<file path="config.mk">
export PLATFORM = sky130hd
export DESIGN_NAME = kev_fifo
export DESIGN_NICKNAME = d
export VERILOG_FILES = /design/src/rtl/kev_pkg.sv /design/src/rtl/kev_store.sv /design/src/rtl/kev_ctrl.sv /design/src/rtl/kev_peek.sv /design/src/rtl/kev_fifo.sv
export SDC_FILE = /design/constraint.sdc
export NUM_CORES = 1
export LEC_CHECK = 0
export ABC_AREA = 1
export ABC_CLOCK_PERIOD_IN_PS = 3700
export BUFFER_PORTS_ARGS = -buffer_cell sky130_fd_sc_hd__buf_2
export CAP_MARGIN = 15
export CORE_MARGIN = 4
export CORE_UTILIZATION = 60
export DETAILED_ROUTE_END_ITERATION = 10
export HOLD_SLACK_MARGIN = 0.15
export PLACE_DENSITY = 0.78
export SLEW_MARGIN = 20
export SYNTH_ARGS = -nofsm -noshare
export SYNTH_HDL_FRONTEND = slang
export SYNTH_SLANG_ARGS = --single-unit
</file>
<file path="constraint.sdc">
create_clock -name clk -period 3.7 [get_ports clk]
set_input_delay 0.74 -clock clk [delete_from_list [all_inputs] [get_ports clk]]
set_output_delay 0.74 -clock clk [all_outputs]
set_load 0.03 [all_outputs]
</file>
<file path="src/rtl/kev_pkg.sv">
package kev_pkg;
  localparam int unsigned KEV_W = 8;

  typedef enum logic [1:0] {
    OP_IDLE = 2'b00,
    OP_POP  = 2'b01,
    OP_PUSH = 2'b10,
    OP_BOTH = 2'b11
  } kev_op_e;
endpackage

</file>
<file path="src/rtl/kev_store.sv">
module kev_store #(
  parameter int unsigned DEPTH = 16,
  parameter int unsigned W     = 8,
  localparam int unsigned AW   = $clog2(DEPTH)
) (
  input  logic          clk,
  input  logic          rst_n,
  input  logic          we,
  input  logic [AW-1:0] waddr,
  input  logic [W-1:0]  wdata,
  input  logic [AW-1:0] raddr_a,
  output logic [W-1:0]  rdata_a,
  input  logic [AW-1:0] raddr_b,
  output logic [W-1:0]  rdata_b
);
  logic [W-1:0] slot_q [DEPTH];

  for (genvar g = 0; g < DEPTH; g++) begin : g_slot
    always_ff @(posedge clk or negedge rst_n) begin
      if (!rst_n) slot_q[g] <= '0;
      else if (we && waddr == AW'(g)) slot_q[g] <= wdata;
    end
  end

  assign rdata_a = slot_q[raddr_a];
  assign rdata_b = slot_q[raddr_b];
endmodule

</file>
<file path="src/rtl/kev_ctrl.sv">
module kev_ctrl
  import kev_pkg::*;
#(
  parameter int unsigned DEPTH = 16,
  localparam int unsigned AW   = $clog2(DEPTH),
  localparam int unsigned LW   = AW + 1
) (
  input  logic          clk,
  input  logic          rst_n,
  input  logic          flush,
  input  logic          clr_ovf,
  input  logic          ev_valid,
  input  logic          pop_req,
  output logic [AW-1:0] start_q,
  output logic [LW-1:0] len_q,
  output logic          lock_q,
  output logic          wr_en,
  output logic [AW-1:0] wr_idx,
  output logic [AW-1:0] rd_idx,
  output logic          pop_take,
  output logic          kp_req,
  output logic          ovf_req,
  output logic          pop_valid
);
  logic    full;
  logic    ovf_now;
  kev_op_e op;

  assign full     = (len_q == LW'(DEPTH));
  assign pop_take = pop_req && !flush && (len_q > LW'(1));
  assign wr_en    = ev_valid && !flush && !lock_q && (!full || pop_take);
  assign ovf_now  = ev_valid && !flush && !lock_q && full && !pop_take;
  assign wr_idx   = start_q + len_q[AW-1:0];
  assign rd_idx   = start_q + AW'(1);
  assign op       = kev_op_e'({wr_en, pop_take});

  always_ff @(posedge clk or negedge rst_n) begin
    if (!rst_n) begin
      start_q   <= '0;
      len_q     <= '0;
      lock_q    <= 1'b0;
      kp_req    <= 1'b0;
      ovf_req   <= 1'b0;
      pop_valid <= 1'b0;
    end else begin
      kp_req    <= wr_en;
      ovf_req   <= ovf_now;
      pop_valid <= pop_req;
      lock_q    <= clr_ovf ? 1'b0 : (lock_q | ovf_now);
      if (flush) begin
        start_q <= '0;
        len_q   <= '0;
      end else begin
        unique case (op)
          OP_PUSH: len_q <= len_q + LW'(1);
          OP_POP: begin
            start_q <= start_q + AW'(1);
            len_q   <= len_q - LW'(1);
          end
          OP_BOTH: start_q <= start_q + AW'(1);
          default: ;
        endcase
      end
    end
  end
endmodule

</file>
<file path="src/rtl/kev_peek.sv">
module kev_peek #(
  parameter int unsigned DEPTH = 16,
  parameter int unsigned W     = 8,
  localparam int unsigned AW   = $clog2(DEPTH),
  localparam int unsigned LW   = AW + 1
) (
  input  logic [AW-1:0] start_q,
  input  logic [LW-1:0] len_q,
  input  logic [AW-1:0] off,
  output logic [AW-1:0] slot_idx,
  input  logic [W-1:0]  slot_data,
  output logic [W-1:0]  data
);
  logic in_range;

  assign slot_idx = start_q + off;
  assign in_range = ({1'b0, off} < len_q);
  assign data     = in_range ? slot_data : '0;
endmodule

</file>
<file path="src/rtl/kev_fifo.sv">
module kev_fifo
  import kev_pkg::*;
#(
  parameter int unsigned DEPTH = 16,
  localparam int unsigned AW   = $clog2(DEPTH),
  localparam int unsigned LW   = AW + 1
) (
  input  logic             clk,
  input  logic             rst_n,
  input  logic             flush,
  input  logic             clr_ovf,
  input  logic             ev_valid,
  input  logic [KEV_W-1:0] ev_data,
  input  logic             pop_req,
  output logic             pop_valid,
  output logic [KEV_W-1:0] pop_data,
  input  logic [AW-1:0]    peek_off,
  output logic [KEV_W-1:0] peek_data,
  output logic [LW-1:0]    q_len,
  output logic             kp_req,
  output logic             ovf_req
);
  logic [AW-1:0]    start_q;
  logic [LW-1:0]    len_q;
  logic             lock_q;
  logic             wr_en;
  logic             pop_take;
  logic [AW-1:0]    wr_idx;
  logic [AW-1:0]    rd_idx;
  logic [AW-1:0]    pk_idx;
  logic [KEV_W-1:0] rd_data;
  logic [KEV_W-1:0] pk_slot;

  kev_ctrl #(.DEPTH(DEPTH)) u_ctrl (
    .clk(clk), .rst_n(rst_n), .flush(flush), .clr_ovf(clr_ovf),
    .ev_valid(ev_valid), .pop_req(pop_req),
    .start_q(start_q), .len_q(len_q), .lock_q(lock_q),
    .wr_en(wr_en), .wr_idx(wr_idx), .rd_idx(rd_idx), .pop_take(pop_take),
    .kp_req(kp_req), .ovf_req(ovf_req), .pop_valid(pop_valid)
  );

  kev_store #(.DEPTH(DEPTH), .W(KEV_W)) u_store (
    .clk(clk), .rst_n(rst_n),
    .we(wr_en), .waddr(wr_idx), .wdata(ev_data),
    .raddr_a(rd_idx), .rdata_a(rd_data),
    .raddr_b(pk_idx), .rdata_b(pk_slot)
  );

  kev_peek #(.DEPTH(DEPTH), .W(KEV_W)) u_peek (
    .start_q(start_q), .len_q(len_q), .off(peek_off),
    .slot_idx(pk_idx), .slot_data(pk_slot), .data(peek_data)
  );

  // Pop result is captured on the same edge that advances start.
  always_ff @(posedge clk or negedge rst_n) begin
    if (!rst_n)        pop_data <= '0;
    else if (pop_req)  pop_data <= pop_take ? rd_data : '0;
  end

  assign q_len = len_q;
endmodule

</file>
==> results.md, run 1 <==
STA:
- The worst slew margin relative to its limit is between 20 and 30%.
- Across all hold checks on the routed design, the worst slack comes to 0.312 ns.
- Setup violations remaining at the end of the flow were counted as 0.
- Setup repair after global routing left no endpoint under its margin.
- The total negative setup slack is 0 ns.
- The smallest clock period supported by the final layout is computed as between 3 and 4 ns.
- The final number of max-transition violations was 0.
- At the pin with the least slew margin, the transition time is 1.05 ns.
- The number of endpoints with negative hold slack in the final report is 0.
- Based on the critical path, the design can be clocked at up to 280 MHz.
- The worst path uses a little over nine tenths of the clock period.
- The clock skew after layout is 0.00859 ns.

CTS:
- The number of buffers between clock root and the deepest sink is 2.
- After clock tree synthesis, the clock-pin slew on the worst setup and hold paths is around 0.060 ns.
- In this run, CTS created clock tree buffers numbering 17.
- The post-CTS setup buffer count is 0.
- Buffers inserted to repair hold after CTS numbered 0.
- The number of gates resized after CTS is 0.
- The number of levels the H-tree was split into is 4.
- TritonCTS built the clock tree.
- The clock reaches the later pin of the worst-skew pair after 0.44 ns.
- The number of sinks on the clock net is 149.
- The root buffer cell chosen for the clock tree is sky130_fd_sc_hd__clkbuf_16.

GRT:
- The all-layer global routing usage is approximately a third.
- The number of global-route vias before repair is about 8,600.
- The largest net degree at the start of global routing is 76.
- The initial antenna violation count came to 0.
- The first global-routing pass estimated 48,500 µm of wire.
- The global-route congestion overflow total is 0.

Logic synthesis:
- The number of distinct library cells after synthesis is 35.
- The fraction of post-synthesis cell area in the top cell type by area is approximately two fifths.
- The biggest area contributor in the post-synthesis netlist is sky130_fd_sc_hd__dfrtp_1.
- Dividing the synthesized area by the synthesized cell count gives between 6 and 7 µm².
- Counting flops and latches in the post-synthesis netlist gives ~150.
- The number of warnings reported in the yosys synthesis log is 0.
- After synthesis, flip-flops and latches occupy around 39% of the total area.
- The net count of the mapped netlist is about 1,400.
- Synthesis produced a netlist whose cell count is ~1,400.
- The cell area that synthesis handed to floorplanning was 9510 µm².
- Ranked by total cell area, the synthesized netlist is headed by sky130_fd_sc_hd__dfrtp_1 (39%), sky130_fd_sc_hd__nand2_1 (24%), sky130_fd_sc_hd__nand3_1 (13%).

Pwr:
- In this run the power density over the cells is roughly 1000 nW/µm².
- The maximum resistive drop on vdd is just over 0.5 mV.
- For this design the static power due to leakage is around 5.5 nW.

Run status:
- The flow ran to the end, and the final reports show no timing, DRC or antenna violations.

Finish:
- The layout cell share with drive strength beyond 1 is between 10% and 20%.
- Counting the fill cells in the layout gives between 1,000 and 1,500.
- The antenna cell count is 0.
- From synthesis to final layout, the design area changed by 10.4%.
- After routing the design area is 10,500 µm².
- For this run, the number of standard cells in the final layout without fillers is around 1,600.
- After the last flow step, the layout net total stands at 1,398.
- In the layout the commonest cells are sky130_fd_sc_hd__nand2_1 (615), sky130_fd_sc_hd__nand3_1 (246), sky130_fd_sc_hd__dfrtp_1 (148), sky130_fd_sc_hd__o21ai_0 (73), sky130_fd_sc_hd__buf_2 (40).
- The library cell used most frequently in the layout, excluding fill and tap cells, is sky130_fd_sc_hd__nand2_1.

Worst setup path:
- The data required time of the worst path is about 3.0 ns.
- The path type of the worst setup path is flop to primary output.
- The cell count along the critical path is 10.
- The signal on the critical path passes through ha_2, fa_1, buf_12, o21ai_0, o21ai_1, nand2_1, nand2_1, nand2_1, a21oi_1, buf_2.
- The kind of end point of the critical path is a primary output.
- The slowest stage of the critical path belongs to the cell sky130_fd_sc_hd__fa_1.
- Along the worst path, the maximum fanout reaches 32.
- Broken down by cell family, the worst path's largest delay share belongs to adder cells.
- The arrival time of data at the critical path endpoint is 2.83 ns.
- Among the stages of the critical path, the cell type that occurs most often is sky130_fd_sc_hd__nand2_1.
- The length in cells of the worst reg-to-reg path is 8.
- The startpoint kind of the worst setup timing path is a flop.
- Together, buffers and inverters on the worst path number 2.
- The delay of the slowest critical-path stage is about 0.57 ns.

Die:
- The area of the core region is ~15,000 µm².
- The die is 134 µm wide.
- From bottom edge to top edge, the die measures ~130 µm.
- 42 I/O pins were placed.
- The initial utilization of the core area, before any placement, comes to 61.9%.
- After floorplanning, the core was divided into between 40 and 50 placement rows.
- The die covers 17,900 µm².

Route:
- After the first detailed-routing iteration, the DRC count stood at approximately 1,300.
- The DRC violation count after routing is 0.
- The count of nets left with antenna violations once routing finished came out at 0.
- After detailed routing, the number of vias per cell comes to just under 6.
- The final layout contains routed wiring with a total length of ~30,000 µm.
- The average wire per cell in the routed design is roughly 19 µm.
- For this run, the detailed router's first-pass iteration total came to 6.
- The total via count after detailed routing is 9,383.

Placed design:
- Detailed placement finished with a half-perimeter wire length of roughly 20,000 µm.
- The placement-stage cell area is approximately 9900 µm².
- The number of cells after detailed placement is roughly 1,600.
- In this run the tool buffered the top-level ports with around 40 buffer cells.
- At the end of routability-driven placement, the weighted congestion stood at a little over 1.

Flow run:
- The number of max-cap violations is 0.

Hold path:
- In this run the worst hold path is classified as primary input to async pin.
state kept, by name, summed over array words and instances, names as in the netlist:
signal            cells
u_store.slot_q      128
pop_data              8
u_ctrl.len_q          5
u_ctrl.start_q        4
u_ctrl.kp_req         1
u_ctrl.lock_q         1
u_ctrl.ovf_req        1
u_ctrl.pop_valid      1
path summary, 6_finish.rpt:
| check | start | endpoint | slack [ns] |
|---|---|---|---|
| max in group asynchronous | rst_n | u_ctrl.start_q[0]$_DFFE_PN0P_ | 2.60 |
| max | u_ctrl.start_q[0]$_DFFE_PN0P_ | peek_data[0] | 0.13 |
| max reg2reg | u_ctrl.start_q[0]$_DFFE_PN0P_ | pop_data[4]$_DFFE_PN0P_ | 0.49 |
| min in group clk | pop_req | u_ctrl.pop_valid$_DFF_PN0_ | 0.44 |
| min reg2reg | u_store.slot_q[56]$_DFFE_PN0P_ | u_store.slot_q[56]$_DFFE_PN0P_ | 0.47 |
| min | rst_n | u_store.slot_q[108]$_DFFE_PN0P_ | 0.31 |
worst reg2reg max path: cells and delay by family, from the launching register on:
family | cells | cell delay [ns]
buffers and inverters | 2 | 1.70
AND/OR/NAND/NOR | 6 | 1.00
flip-flops | 1 | 0.39
routing by layer:
metal / global-route usage [%] / vias up / share of wire, % / wire, µm
li1: - / 4403 / - / -
met1: 50.3 / 4378 / 42 / 12500
met2: 50.3 / 531 / 44 / 13100
met3: 10.5 / 71 / 12 / 3630
met4: 10.5 / 0 / 2.8 / 838
met5: 0 / - / 0 / 0
cell families (layout without fill, tap and decap cells):
group	count (synthesis)	in the layout	synth area share, %
buf+inv	133	151	5.75
fa+ha+maj	16	16	2.26
compound gates	121	121	6.49
xor+xnor	10	10	1.36
flops	149	149	39.2
simple gates	930	930	44.9
cell type report:
cell class	instances	area [µm²]	share of cell area (%)
Clock buffer	19	443	4.22
Clock inverter	13	170	1.62
Inverter	55	220	2.10
Multi-Input combinational cell	1077	5240	49.9
Sequential cell	149	3730	35.5
Tap cell	211	264	2.52
Timing Repair Buffer	64	434	4.14
through the flow:
| stage | setup WS (ns) | utilization (%) | power, mW |
|---|---|---|---|
| 6_report | 0.133 | 68.3 | 10.3 |
| 3_5_place_dp | 0.242 | 64.3 | 8.31 |
| 3_3_place_gp | 0.232 | 64.3 | 8.22 |
| 2_1_floorplan | 0.188 | - | 6.65 |
| 5_1_grt | 0.0220 | 68.3 | 11.0 |
| 4_1_cts | 0.218 | 68.3 | 10.2 |
power breakdown:
| part | switching (mW) | leakage (nW) | internal, mW |
|---|---|---|---|
| Combinational | 3.91 | 3.26 | 1.73 |
| Clock | 0.752 | 0.291 | 1.09 |
| Sequential | 0.577 | 1.98 | 2.25 |
| Total | 5.23 | 5.53 | 5.06 |
synthesized netlist by cell type:
| cell | number |
|---|---|
| sky130_fd_sc_hd__inv_1 | 38 |
| sky130_fd_sc_hd__inv_8 | 1 |
| sky130_fd_sc_hd__nor2_2 | 1 |
| sky130_fd_sc_hd__nor2_1 | 23 |
| sky130_fd_sc_hd__dfrtp_1 | 149 |
| sky130_fd_sc_hd__xor2_1 | 3 |
| sky130_fd_sc_hd__nand3_1 | 246 |
| sky130_fd_sc_hd__inv_6 | 1 |
| sky130_fd_sc_hd__nor2_4 | 8 |
| sky130_fd_sc_hd__ha_1 | 14 |
| sky130_fd_sc_hd__nor2_8 | 8 |
| sky130_fd_sc_hd__o21bai_1 | 1 |
| sky130_fd_sc_hd__nand2_1 | 615 |
| sky130_fd_sc_hd__xnor2_2 | 2 |
| sky130_fd_sc_hd__buf_1 | 12 |
| sky130_fd_sc_hd__o21ai_0 | 73 |
| sky130_fd_sc_hd__nand2_2 | 2 |
| sky130_fd_sc_hd__o221ai_1 | 1 |
| sky130_fd_sc_hd__nand3b_1 | 1 |
| sky130_fd_sc_hd__nand2_8 | 2 |
| sky130_fd_sc_hd__nand2_4 | 11 |
| sky130_fd_sc_hd__a21oi_2 | 1 |
| sky130_fd_sc_hd__buf_2 | 16 |
| sky130_fd_sc_hd__nand4_1 | 2 |
| sky130_fd_sc_hd__xnor2_1 | 3 |
| sky130_fd_sc_hd__a21oi_1 | 25 |
| sky130_fd_sc_hd__xnor2_4 | 1 |
| sky130_fd_sc_hd__buf_6 | 2 |
| sky130_fd_sc_hd__inv_2 | 15 |
| sky130_fd_sc_hd__nand3_4 | 11 |
| sky130_fd_sc_hd__clkbuf_1 | 48 |
| sky130_fd_sc_hd__o21ai_1 | 19 |
| sky130_fd_sc_hd__o22ai_1 | 1 |
| sky130_fd_sc_hd__fa_1 | 2 |
| sky130_fd_sc_hd__xor2_2 | 1 |
No activity file was read; power rests on OpenSTA's default activity.
==> run 2, diff against run 1 <==
Settings changed: CTS_CLUSTER_SIZE from default to 8, RECOVER_POWER from default to 50.
==> run 2 against run 1 <==
Against the previous run: critical path depth stayed put; total power is 0.36% lower; routed wire length is 0.15% lower; via count is 0.28% lower; largest power group unchanged; first-iteration DRC count is 3.3% higher; the flow now finishes with violations (max-capacitance violations, max-slew violations); combinational power hardly changed; sequential share of layout area is 0.14 points higher; sequential power hardly changed; critical path type unchanged; clock power hardly changed; utilization is 0.27 points lower; cell area is 0.39% lower.
==> results.md, run 2 (same netlist as run 1, synthesis figures left out) <==
Route:
- The DRC violation count after routing is 0.
- Summed over all nets, wire length on met2 after detailed routing comes to around 13,000 µm.
- The iteration count of the initial detailed-routing pass is 5.
- The average wire per cell in the routed design is 18.9 µm.
- The average vias per placed instance is around 6.
- The wire length on met3 is 3400 µm.
- After detailed routing, the wire length on met1 is approximately 13,000 µm.
- The number of nets still failing antenna checks after routing is 0.
- The detailed router finished its first iteration with around 1,300 violations.
- The total wire length is roughly 30,000 µm.
- Signal routing reaches up to met4.
- Summing over every cut layer, the via total after detailed routing is between 9,000 and 10,000.

GRT:
- The all-layer global routing usage is approximately a third.
- The initial antenna violation count was 0.
- The global-route congestion overflow total is 0.
- The number of global-route vias before repair is 8,576.
- The first global-routing pass estimated ~48,000 µm of wire.
- Entering global routing, the biggest net connects between 70 and 80 pins.

STA:
- The slew at the pin with the worst max-slew slack is roughly 1.9 ns.
- The worst slew margin relative to its limit is -29.4%.
- The final critical-path required period is roughly 3.6 ns.
- Clock skew on the completed layout was measured at between 0.008 and 0.009 ns.
- The number of endpoints with negative hold slack in the final report came to 0.
- In the finished design, the share of the clock period the worst path needs comes to around 96%.
- Setup violations remaining at the end of the flow were counted as 0.
- The final number of max-transition violations came to between 70 and 80.
- On the final layout, the worst hold slack is around 0.45 ns.
- Summed over all failing endpoints, the final setup total negative slack is 0 ns.
- Setup repair after global routing left no endpoint under its margin.
- Based on the critical path, the design can be clocked at up to between 200 and 300 MHz.

Finish:
- 0 antenna diodes ended up in the layout.
- In the final layout, the registers with the most flip-flops are u_store.slot_q: 128 flops, pop_data: 8 flops, u_ctrl.len_q: 5 flops.
- The register with the most flip-flops in the layout has between 100 and 150 of them.
- From synthesis to final layout, the design area changed by 9.96%.
- The layout cell share with drive strength beyond 1 is between 10% and 20%.
- Cells fill between 60% and 70% of the core in the end.
- The filler cell count is between 1,000 and 1,500.
- For this run, the number of standard cells in the final layout without fillers is 1,588.
- The most common library cell in the layout ignoring fill and taps is sky130_fd_sc_hd__nand2_1.
- Counting flops per register, the top entry is u_store.slot_q.
- The post-route cell area is 10,500 µm².
- After the last flow step, the layout net total stands at 1,398.
- In the layout the commonest cells are sky130_fd_sc_hd__nand2_1 (616), sky130_fd_sc_hd__nand3_1 (246), sky130_fd_sc_hd__dfrtp_1 (148), sky130_fd_sc_hd__o21ai_0 (73), sky130_fd_sc_hd__inv_1 (38).

Die:
- The die area is approximately 18,000 µm².
- The floorplan row count is 45.
- The starting density of the core is approximately three fifths.
- The top-level I/O count is 42.
- The core region is around 15,000 µm².
- The die is 134 µm wide.
- The die boundary height is 134 µm.

Worst setup path:
- The arrival time of data at the critical path endpoint is around 2.8 ns.
- The data required time of the worst path is 2.96 ns.
- The kind of end point of the critical path is a primary output.
- The maximum fanout along the worst path is 32.
- The startpoint kind of the worst setup timing path is a flop.
- The critical path is of the flop to primary output type.

CTS:
- The clock edge transition at the registers on the reported setup and hold paths is about 0.060 ns.
- The number of hold buffers added after cts is 0.
- The tree is rooted in a sky130_fd_sc_hd__clkbuf_16.
- In this run, post-CTS repair resized a total of 0 instances.
- The CTS tree is done.
- The CTS buffer count is 17.
- The post-CTS setup buffer count is 0.
- Clock tree synthesis found a total of 149 sinks.
- At the later pin of the worst-skew pair, clock insertion delay measures 0.44 ns.
- The number of buffers between clock root and the deepest sink is 2.
- CTS built an H-tree with a depth of 4.

Pwr:
- The maximum resistive drop on vdd is ~0.5 mV.
- Of the total power, combinational logic draws ~55%.
- The internal power of the cells totals approximately 5.0 mW.
- In this run, the clock network consumes between 10% and 20% of the power.
- The sequential power share is between 20% and 30%.
- The power per standard cell area is just under 1000 nW/µm².
- The switching component of the power is around 5.2 mW.
- The static leakage power is about 5.5 nW.
- The switching share of total power is 50.8%.

Placed design:
- The number of cells after detailed placement is 1,556.
- The estimated wirelength of the detail-placed design is roughly 20,000 µm.
- Once placement finished, the instance area stood at between 9000 and 10,000 µm².
- The congestion estimate from routability-driven global placement came to between 1 and 1.5.
- The total of buffers placed on input and output ports is 41.

Hold path:
- The class of the most critical hold timing path is primary input to flop.

Run status:
- The checks that failed: max-capacitance violations, max-slew violations.
- The flow ran to the end, but the final reports show violations.

Flow run:
- The number of max-cap violations is 1.
## run 2: worst paths after layout
check / start / end / slack, ns / cells past startpoint
setup / recovery: u_ctrl.start_q[0]$_DFFE_PN0P_ / peek_data[0] / 0.13 / 10
hold / removal: clr_ovf / u_ctrl.lock_q$_DFF_PN0_ / 0.45 / 2
setup reg to reg: u_ctrl.start_q[0]$_DFFE_PN0P_ / pop_data[4]$_DFFE_PN0P_ / 0.53 / 8
hold reg to reg: u_store.slot_q[56]$_DFFE_PN0P_ / u_store.slot_q[56]$_DFFE_PN0P_ / 0.47 / 2
max in group asynchronous: rst_n / u_store.slot_q[31]$_DFFE_PN0P_ / 0.68 / 2
min in group asynchronous: rst_n / u_store.slot_q[108]$_DFFE_PN0P_ / 0.82 / 1
## run 2: area by class of cell
| class | instances | area (µm²) | share of cell area, % |
|---|---|---|---|
| sequential | 149 | 3730 | 35.7 |
| timing repair buffer | 64 | 395 | 3.78 |
| clock inverter | 13 | 170 | 1.63 |
| clock buffer | 19 | 443 | 4.24 |
| multi-input combinational | 1077 | 5230 | 50.0 |
| tap | 211 | 264 | 2.53 |
| inverter | 55 | 220 | 2.11 |
## run 2: layer usage
layer	up-vias	track usage, %
met5	-	0
li1	4414	-
met1	4371	50.3
met3	66	10.5
met2	506	50.3
met4	0	10.5
## run 2: stage by stage
stage          power (mW)  setup slack, ns
6_report             10.3            0.131
5_1_grt              11.0           0.0220
4_1_cts              10.2            0.218
3_5_place_dp         8.31            0.242
3_3_place_gp         8.22            0.232
2_1_floorplan        6.65            0.188
## run 2: critical path: stages, from the launching register on
cell	delay, ns
sky130_fd_sc_hd__dfrtp_2	0.43
sky130_fd_sc_hd__ha_2	0.19
sky130_fd_sc_hd__fa_1	0.57
sky130_fd_sc_hd__buf_12	0.23
sky130_fd_sc_hd__o21ai_0	0.11
sky130_fd_sc_hd__o21ai_1	0.15
sky130_fd_sc_hd__nand2_1	0.07
sky130_fd_sc_hd__nand2_1	0.08
sky130_fd_sc_hd__nand2_1	0.05
sky130_fd_sc_hd__a21oi_1	0.24
sky130_fd_sc_hd__buf_2	0.26
## run 2: power groups by stage
stage	registers, mW	logic, mW	clock network (mW)
6_report	2.83	5.60	1.83
2_1_floorplan	2.77	3.88	0
3_3_place_gp	2.81	5.41	0
5_1_grt	2.89	6.14	1.92
3_5_place_dp	2.82	5.49	0
4_1_cts	2.80	5.52	1.84
